$ cat src/rtl/ptr_cnt_pkg.sv
package ptr_cnt_pkg;
  typedef enum logic [1:0] {
    DIR_EXT  = 2'd0,
    DIR_UP   = 2'd1,
    DIR_DOWN = 2'd2
  } dir_mode_e;
endpackage

$ cat src/rtl/ptr_cnt_slice.sv
module ptr_cnt_slice #(
  parameter int W = 8
) (
  input  logic         clk_i,
  input  logic         rst_ni,
  input  logic         load_i,
  input  logic [W-1:0] load_val_i,
  input  logic         step_i,
  input  logic         down_i,
  output logic [W-1:0] val_o,
  output logic         chain_o
);
  localparam logic [W-1:0] MaxVal = {W{1'b1}};

  logic [W-1:0] val_q;
  logic         adv;

  assign adv     = step_i & ~load_i;
  assign chain_o = adv & (down_i ? (val_q == '0) : (val_q == MaxVal));
  assign val_o   = val_q;

  always_ff @(posedge clk_i or negedge rst_ni) begin
    if (!rst_ni)     val_q <= '0;
    else if (load_i) val_q <= load_val_i;
    else if (step_i) val_q <= down_i ? val_q - 1'b1 : val_q + 1'b1;
  end


  load_wins_chk: assert property (@(posedge clk_i) disable iff (!rst_ni)
    load_i |=> val_q == $past(load_val_i));


  hold_chk: assert property (@(posedge clk_i) disable iff (!rst_ni)
    (!load_i && !step_i) |=> $stable(val_q));


  step_up_chk: assert property (@(posedge clk_i) disable iff (!rst_ni)
    (adv && !down_i) |=> val_q == $past(val_q) + 1'b1);


  step_dn_chk: assert property (@(posedge clk_i) disable iff (!rst_ni)
    (adv && down_i) |=> val_q == $past(val_q) - 1'b1);


  chain_wrap_chk: assert property (@(posedge clk_i) disable iff (!rst_ni)
    chain_o |=> (val_q == '0 || val_q == MaxVal));
endmodule

$ cat src/rtl/ptr_cnt_readout.sv
module ptr_cnt_readout #(
  parameter int W = 8,
  parameter int N = 2
) (
  input  logic [N*W-1:0] word_i,
  input  logic           rd_en_i,
  input  logic [N-1:0]   zero_slice_i,
  output logic [N*W-1:0] data_o
);
  for (genvar g = 0; g < N; g++) begin : g_mask
    assign data_o[g*W +: W] = (rd_en_i && !zero_slice_i[g]) ? word_i[g*W +: W] : '0;
  end
endmodule

$ cat src/rtl/ptr_cnt.sv
module ptr_cnt
  import ptr_cnt_pkg::*;
#(
  parameter int        SLICE_W  = 8,
  parameter int        N_SLICES = 2,
  parameter dir_mode_e DIR_MODE = DIR_EXT,
  localparam int       WORD_W   = SLICE_W * N_SLICES
) (
  input  logic              clk_i,
  input  logic              rst_ni,
  input  logic [WORD_W-1:0] data_i,
  input  logic              wr_en_i,
  input  logic              rd_en_i,
  input  logic              cnt_en_i,
  input  logic              dir_down_i,
  input  logic [N_SLICES-1:0] zero_slice_i,
  output logic [WORD_W-1:0] data_o,
  output logic              chain_o
);
  logic              down;
  logic [N_SLICES:0] link;
  logic [WORD_W-1:0] word;

  if (DIR_MODE == DIR_UP) begin : g_up
    logic unused_dir;
    assign unused_dir = dir_down_i;
    assign down = 1'b0;
  end else if (DIR_MODE == DIR_DOWN) begin : g_dn
    logic unused_dir;
    assign unused_dir = dir_down_i;
    assign down = 1'b1;
  end else begin : g_ext
    assign down = dir_down_i;
  end

  assign link[0] = cnt_en_i;

  for (genvar g = 0; g < N_SLICES; g++) begin : g_slice
    ptr_cnt_slice #(.W(SLICE_W)) u_slice (
      .clk_i      (clk_i),
      .rst_ni     (rst_ni),
      .load_i     (wr_en_i),
      .load_val_i (data_i[g*SLICE_W +: SLICE_W]),
      .step_i     (link[g]),
      .down_i     (down),
      .val_o      (word[g*SLICE_W +: SLICE_W]),
      .chain_o    (link[g+1])
    );
  end

  assign chain_o = link[N_SLICES];

  ptr_cnt_readout #(.W(SLICE_W), .N(N_SLICES)) u_rd (
    .word_i       (word),
    .rd_en_i      (rd_en_i),
    .zero_slice_i (zero_slice_i),
    .data_o       (data_o)
  );


  wrap_chk: assert property (@(posedge clk_i) disable iff (!rst_ni)
    chain_o |=> (word == '0 || word == '1));


  no_chain_on_load_chk: assert property (@(posedge clk_i) disable iff (!rst_ni)
    wr_en_i |-> !chain_o);


  quiet_bus_chk: assert property (@(posedge clk_i) disable iff (!rst_ni)
    !rd_en_i |-> data_o == '0);
endmodule

$ cat config.mk
export PLATFORM = sky130hd
export DESIGN_NAME = ptr_cnt
export DESIGN_NICKNAME = d
export VERILOG_FILES = /design/src/rtl/ptr_cnt_pkg.sv /design/src/rtl/ptr_cnt_slice.sv /design/src/rtl/ptr_cnt_readout.sv /design/src/rtl/ptr_cnt.sv
export SDC_FILE = /design/constraint.sdc
export NUM_CORES = 1
export LEC_CHECK = 0
export ABC_CLOCK_PERIOD_IN_PS = 3000
export CAP_MARGIN = 0
export CORE_MARGIN = 2
export CORE_UTILIZATION = 50
export CTS_BUF_LIST = sky130_fd_sc_hd__clkbuf_8
export CTS_CLUSTER_SIZE = 14
export DETAILED_ROUTE_END_ITERATION = 12
export GPL_ROUTABILITY_DRIVEN = 1
export PLACE_DENSITY = 0.83
export SYNTH_ARGS = -nofsm -noshare
export SYNTH_HDL_FRONTEND = slang
export SYNTH_SLANG_ARGS = --single-unit
$ cat constraint.sdc
create_clock -name clk_i -period 3 [get_ports clk_i]
set_input_delay 0.3 -clock clk_i [delete_from_list [all_inputs] [get_ports clk_i]]
set_output_delay 0.3 -clock clk_i [all_outputs]
set_load 0.005 [all_outputs]
# After elaboration in Yosys (flattened, before gate mapping)
# Index checks and enable logic that the tools add are counted.
# totals
word_cells	31
reg_bits	16
# classes
n_mux	10
addsub	4
reduce_logical	8
n_eq_ne	2
n_bitwise	5
# op_table
operator	count
2-to-1 mux 8 bit	8
adder 8 x 1 -> 8 bit, second input constant	2
equality test 8 bit, second input constant	2
zero test 8 bit	2
subtractor 8 x 1 -> 8 bit, second input constant	2
bitwise AND 1 bit	4
nonzero test 2 bit	2
logical AND 1 bit	2
zero test 1 bit	2
2-to-1 mux 1 bit	2
NOT 1 bit	1

# Logic depth before layout (Yosys ltp)
# depth
depth_word	5
mapped_depth	9

# Modules after synthesis
# Synthesis repeated with hierarchy kept, for this count alone.
# hier_totals
hier_cells	197
area_unflattened_um2	1720.4
# modules_own_cells
mod	area_per_inst_um2	cells_per_inst	seq_area_each_um2	n_inst
ptr_cnt_slice	780.7	90	200.2	2
ptr_cnt_readout	158.9	17	0.0	1

# Least setup slack after synthesis
# Ideal clock, no wire load.
# synth_timing
path_kind	register to register
from	register g_slice[0].u_slice.val_q[1]
to	register g_slice[0].u_slice.val_q[7]
path_slack_ns	0.917
period_less_slack_ns	2.083
path_stages_with_launch	7
t_arrival_ns	1.957
cell_sequence	dfrtp_1 > ha_1 > a211oi_1 > nor3_1 > a311oi_1 > mux2_2 > a311o_1
# synth_between
elab_chain_len	4
# synth_lines
item	line_no	text
start, declared	ptr_cnt_slice.sv:15	logic [W-1:0] val_q;
start signal, assigned	ptr_cnt_slice.sv:24	else if (load_i) val_q <= load_val_i;
start signal, assigned	ptr_cnt_slice.sv:25	else if (step_i) val_q <= down_i ? val_q - 1'b1 : val_q + 1'b1;
adder 8 x 1 -> 8 bit or subtractor 8 x 1 -> 8 bit (tied branches)	ptr_cnt_slice.sv:25	
2-to-1 mux 8 bit (*) (2 in series)	ptr_cnt_slice.sv:25	
2-to-1 mux 8 bit (*)	ptr_cnt_slice.sv:24	
# Mark *: on every way between the ends. The rest lies on a longest branch, timed or not. The select of a mux whose other input is x is not followed.
# A chain may end at the register's enable or synchronous reset.

# Worst setup path after layout
# layout_timing
from	input dir_down_i
to	output chain_o
# layout_between
elab_chain_len	4
# layout_lines
item	line_no	text
start, declared	ptr_cnt.sv:15	input logic dir_down_i,
2-to-1 mux 1 bit	ptr_cnt_slice.sv:19	assign chain_o = adv & (down_i ? (val_q == '0) : (val_q == MaxVal));
bitwise AND 1 bit	ptr_cnt_slice.sv:19	
bitwise AND 1 bit	ptr_cnt_slice.sv:18	assign adv = step_i & ~load_i;
bitwise AND 1 bit (*)	ptr_cnt_slice.sv:19	
end, declared	ptr_cnt.sv:18	output logic chain_o
# Mark *: on every way between the ends. The rest lies on a longest branch, timed or not.

==> metrics.cfg <==
[place]
numPortBuffers = 40
place_inst = 249
half_perimeter_wire_length_of_the_detailed_placement_result_um = 3000
placed_area_mm2 = 0.00194
gp_congestion = 0.840

[cells_and_area]
area_growth_pct = 33.6
num-nets-final = 261
most_common_cell_after_layout_fill_and_taps_aside = clkdlybuf4s50_1
final_core_utilization_pct = 71.2
drive_above_1_share_pct = 5.88
largest_reg_flops = 16
finalInstanceArea_mm2 = 0.00198
antenna-diode-count = 0
multiInputGateArea_mm2 = 0.00103
filler_cell_count = 227
final-seq-area_um2 = 400
commonest_cells_after_routing_fill_and_taps_aside = 40 x clkdlybuf4s50_1, 19 x nand2_1, 17 x and2_1
fin_cells = 252

[sta]
report.final.setup_viol = 0
finalWorstPathRequiredPeriod_ns = 2.70
setup_total_negative_slack_ns = 0
timing.clock.skew_ns = 0.00429
final-max-slew-violation-count = 0
timing.fmax_mhz = 370
final.period_utilization_pct = 90.0
max_slew.worst_pin.slew_ns = 0.748
timing.slew.headroom_pct = 49.9
setup_repair_after_global_routing_missed_its_margin = false
hold_viol_final = 0

[logic_synthesis]
ys_seq_elements = 16
synth_cells = 178
synth_area_per_cell_um2 = 8.32
ys_seq_area_share_pct = 27.0
synth.lib_cells_used.distinct = 42
proportion_of_register_bits_with_asynchronous_set_or_reset_after_synthesis_pct = 100
ys_warn_count = 0
syn_area_mm2 = 0.00148
flip_flop_cell_with_the_highest_count_after_synthesis = dfrtp_1
synth_enable_flop_cells = 0
mappedNetlistNets = 216

[global_routing]
wire_length_of_the_first_global_routing_pass_um = 6360
number_of_global_route_vias_before_repair = 1489
grt_overflow_total = 0
maximum_number_of_pins_on_one_net_before_global_route_repair = 28
antenna_violations_before_repair = 0
gr-usage-all-layers_pct = 23.9

[floorplan]
fp.dieArea_mm2 = 0.00341
floorplan.initialDensity_pct = 53.3
design.portCount = 41
die-height_um = 58.4
floorplan.core_area_mm2 = 0.00278
floorplan_row_count = 19
die_width_um = 58.4

[worst_setup_path]
crit_path_top_delay_cell = or4_4
worst_ep_required_time_ns = 2.70
crit_path_frequent_cell = clkdlybuf4s50_1
rr_startpoint = g_slice[0].u_slice.val_o[1]
setup.worst_path.class = primary input to output port
critical_path.cell_chain = clkdlybuf4s50_1 > or4_4 > a21oi_4 > inv_4 > a21oi_1 > clkdlybuf4s50_1
timing.critical_path.arrival_ns = 2.40
reg2reg_to = g_slice[0].u_slice.val_o[7]
worst_r2r_path_depth = 7
worst-r2r-setup-slack_ns = 0.70
critical-path-max-stage-delay_ns = 0.61
timing.critical_path.from_type = primary input
critical_path.max_fanout = 7
timing.critical_path.to_type = output port

[clock_network]
cts.htree.levels = 1
cts_hold_buffers = 0
cts_setup_buffers = 0
clkSlewWorstSetupHoldPaths_ns = 0.06
cts.path.max_buffers = 2
cts_root_buffer = clkbuf_8
tritoncts_num_sinks = 16
cts_made_buffers = 3
post_cts_resize_count = 0
cts_tree = built
insertion_delay_ns = 0.25

[route]
wire_per_inst_um = 14.9
detail_route.drc_violations = 0
num_vias = 1468
via_per_inst = 5.83
drt_pass1_iterations = 4
drt_first_iter_violations = 46
routed_wirelength_um = 3740
antenna_violating_nets_post_route = 0

[status]
result_of_the_run = completed

[power_and_ir_drop]
vdd_drop_max_v = 0.000408
power.density_cell_area_mw_per_mm2 = 390
p_leak_nw = 0.821
report.power.total_mw = 0.772

[hold_path]
hold_path_class = primary input to asynchronous set/reset pin

[flow_run]
max_cap_viol_count = 0

==> worst max-delay path by stage <==
stage / from / end / slack, ns
finish: dir_down_i / chain_o / 0.30
floorplan: g_slice[0].u_slice.val_o[1] / g_slice[0].u_slice.val_o[7] / 0.92
CTS: dir_down_i / chain_o / 0.32
detailed placement: dir_down_i / g_slice[0].u_slice.val_o[7] / 0.23
global route: dir_down_i / chain_o / 0.26
global placement: dir_down_i / chain_o / 0.31
==> layer usage <==
metal  global-route usage (%)  part of all wire [%]
met1                     27.8                    41
met2                     44.3                    53
met4                     7.97                  0.56
met3                     3.74                   4.9
met5                        0                     0
==> cells by family after synthesis <==
logic type,synth area share (%)
AO/OA/AOI/OAI,19.5
XOR/XNOR,6.50
adder cells (fa/ha/maj),12.8
buffers and inverters,3.55
flip-flops,27.0
multiplexers,4.22
AND/OR/NAND/NOR,26.4
==> Yosys cell counts (all sizes together), types with 5 or more instances <==
cell,number,area [um2]
xnor2,8,70.1
a21oi,10,61.3
o21ai,17,85.1
nor2,7,26.3
inv,8,32.5
and2,17,106
nor3,7,35.0
dfrtp,16,400
nor2b,6,37.5
nand4,5,31.3
nand2,19,71.3
ha,12,150
==> power by group <==
part | total (mW) | internal [mW] | switching, mW
logic | 0.327 | 0.174 | 0.153
registers | 0.286 | 0.244 | 0.0421
clock network | 0.159 | 0.0889 | 0.0703
total | 0.772 | 0.507 | 0.265
==> worst max-delay path, delay by kind of cell <==
kind            cells  cell delay [ns]
simple gates        1             0.61
buf+inv             3             1.15
compound gates      2             0.34
==> area by class of cell <==
cell class | count | area share [%]
Timing Repair Buffer | 45 | 22.1
Clock buffer | 3 | 2.09
Multi-Input combinational cell | 149 | 52.0
Tap cell | 31 | 1.96
Sequential cell | 16 | 20.2
Inverter | 8 | 1.64
==> through the flow <==
step,setup slack [ns],hold slack [ns]
2_1_floorplan,0.917,0.00441
3_3_place_gp,0.306,0.592
3_5_place_dp,0.235,0.606
4_1_cts,0.316,0.517
5_1_grt,0.261,0.567
6_report,0.299,0.495
Note: power is estimated with default switching activity, not from simulation.
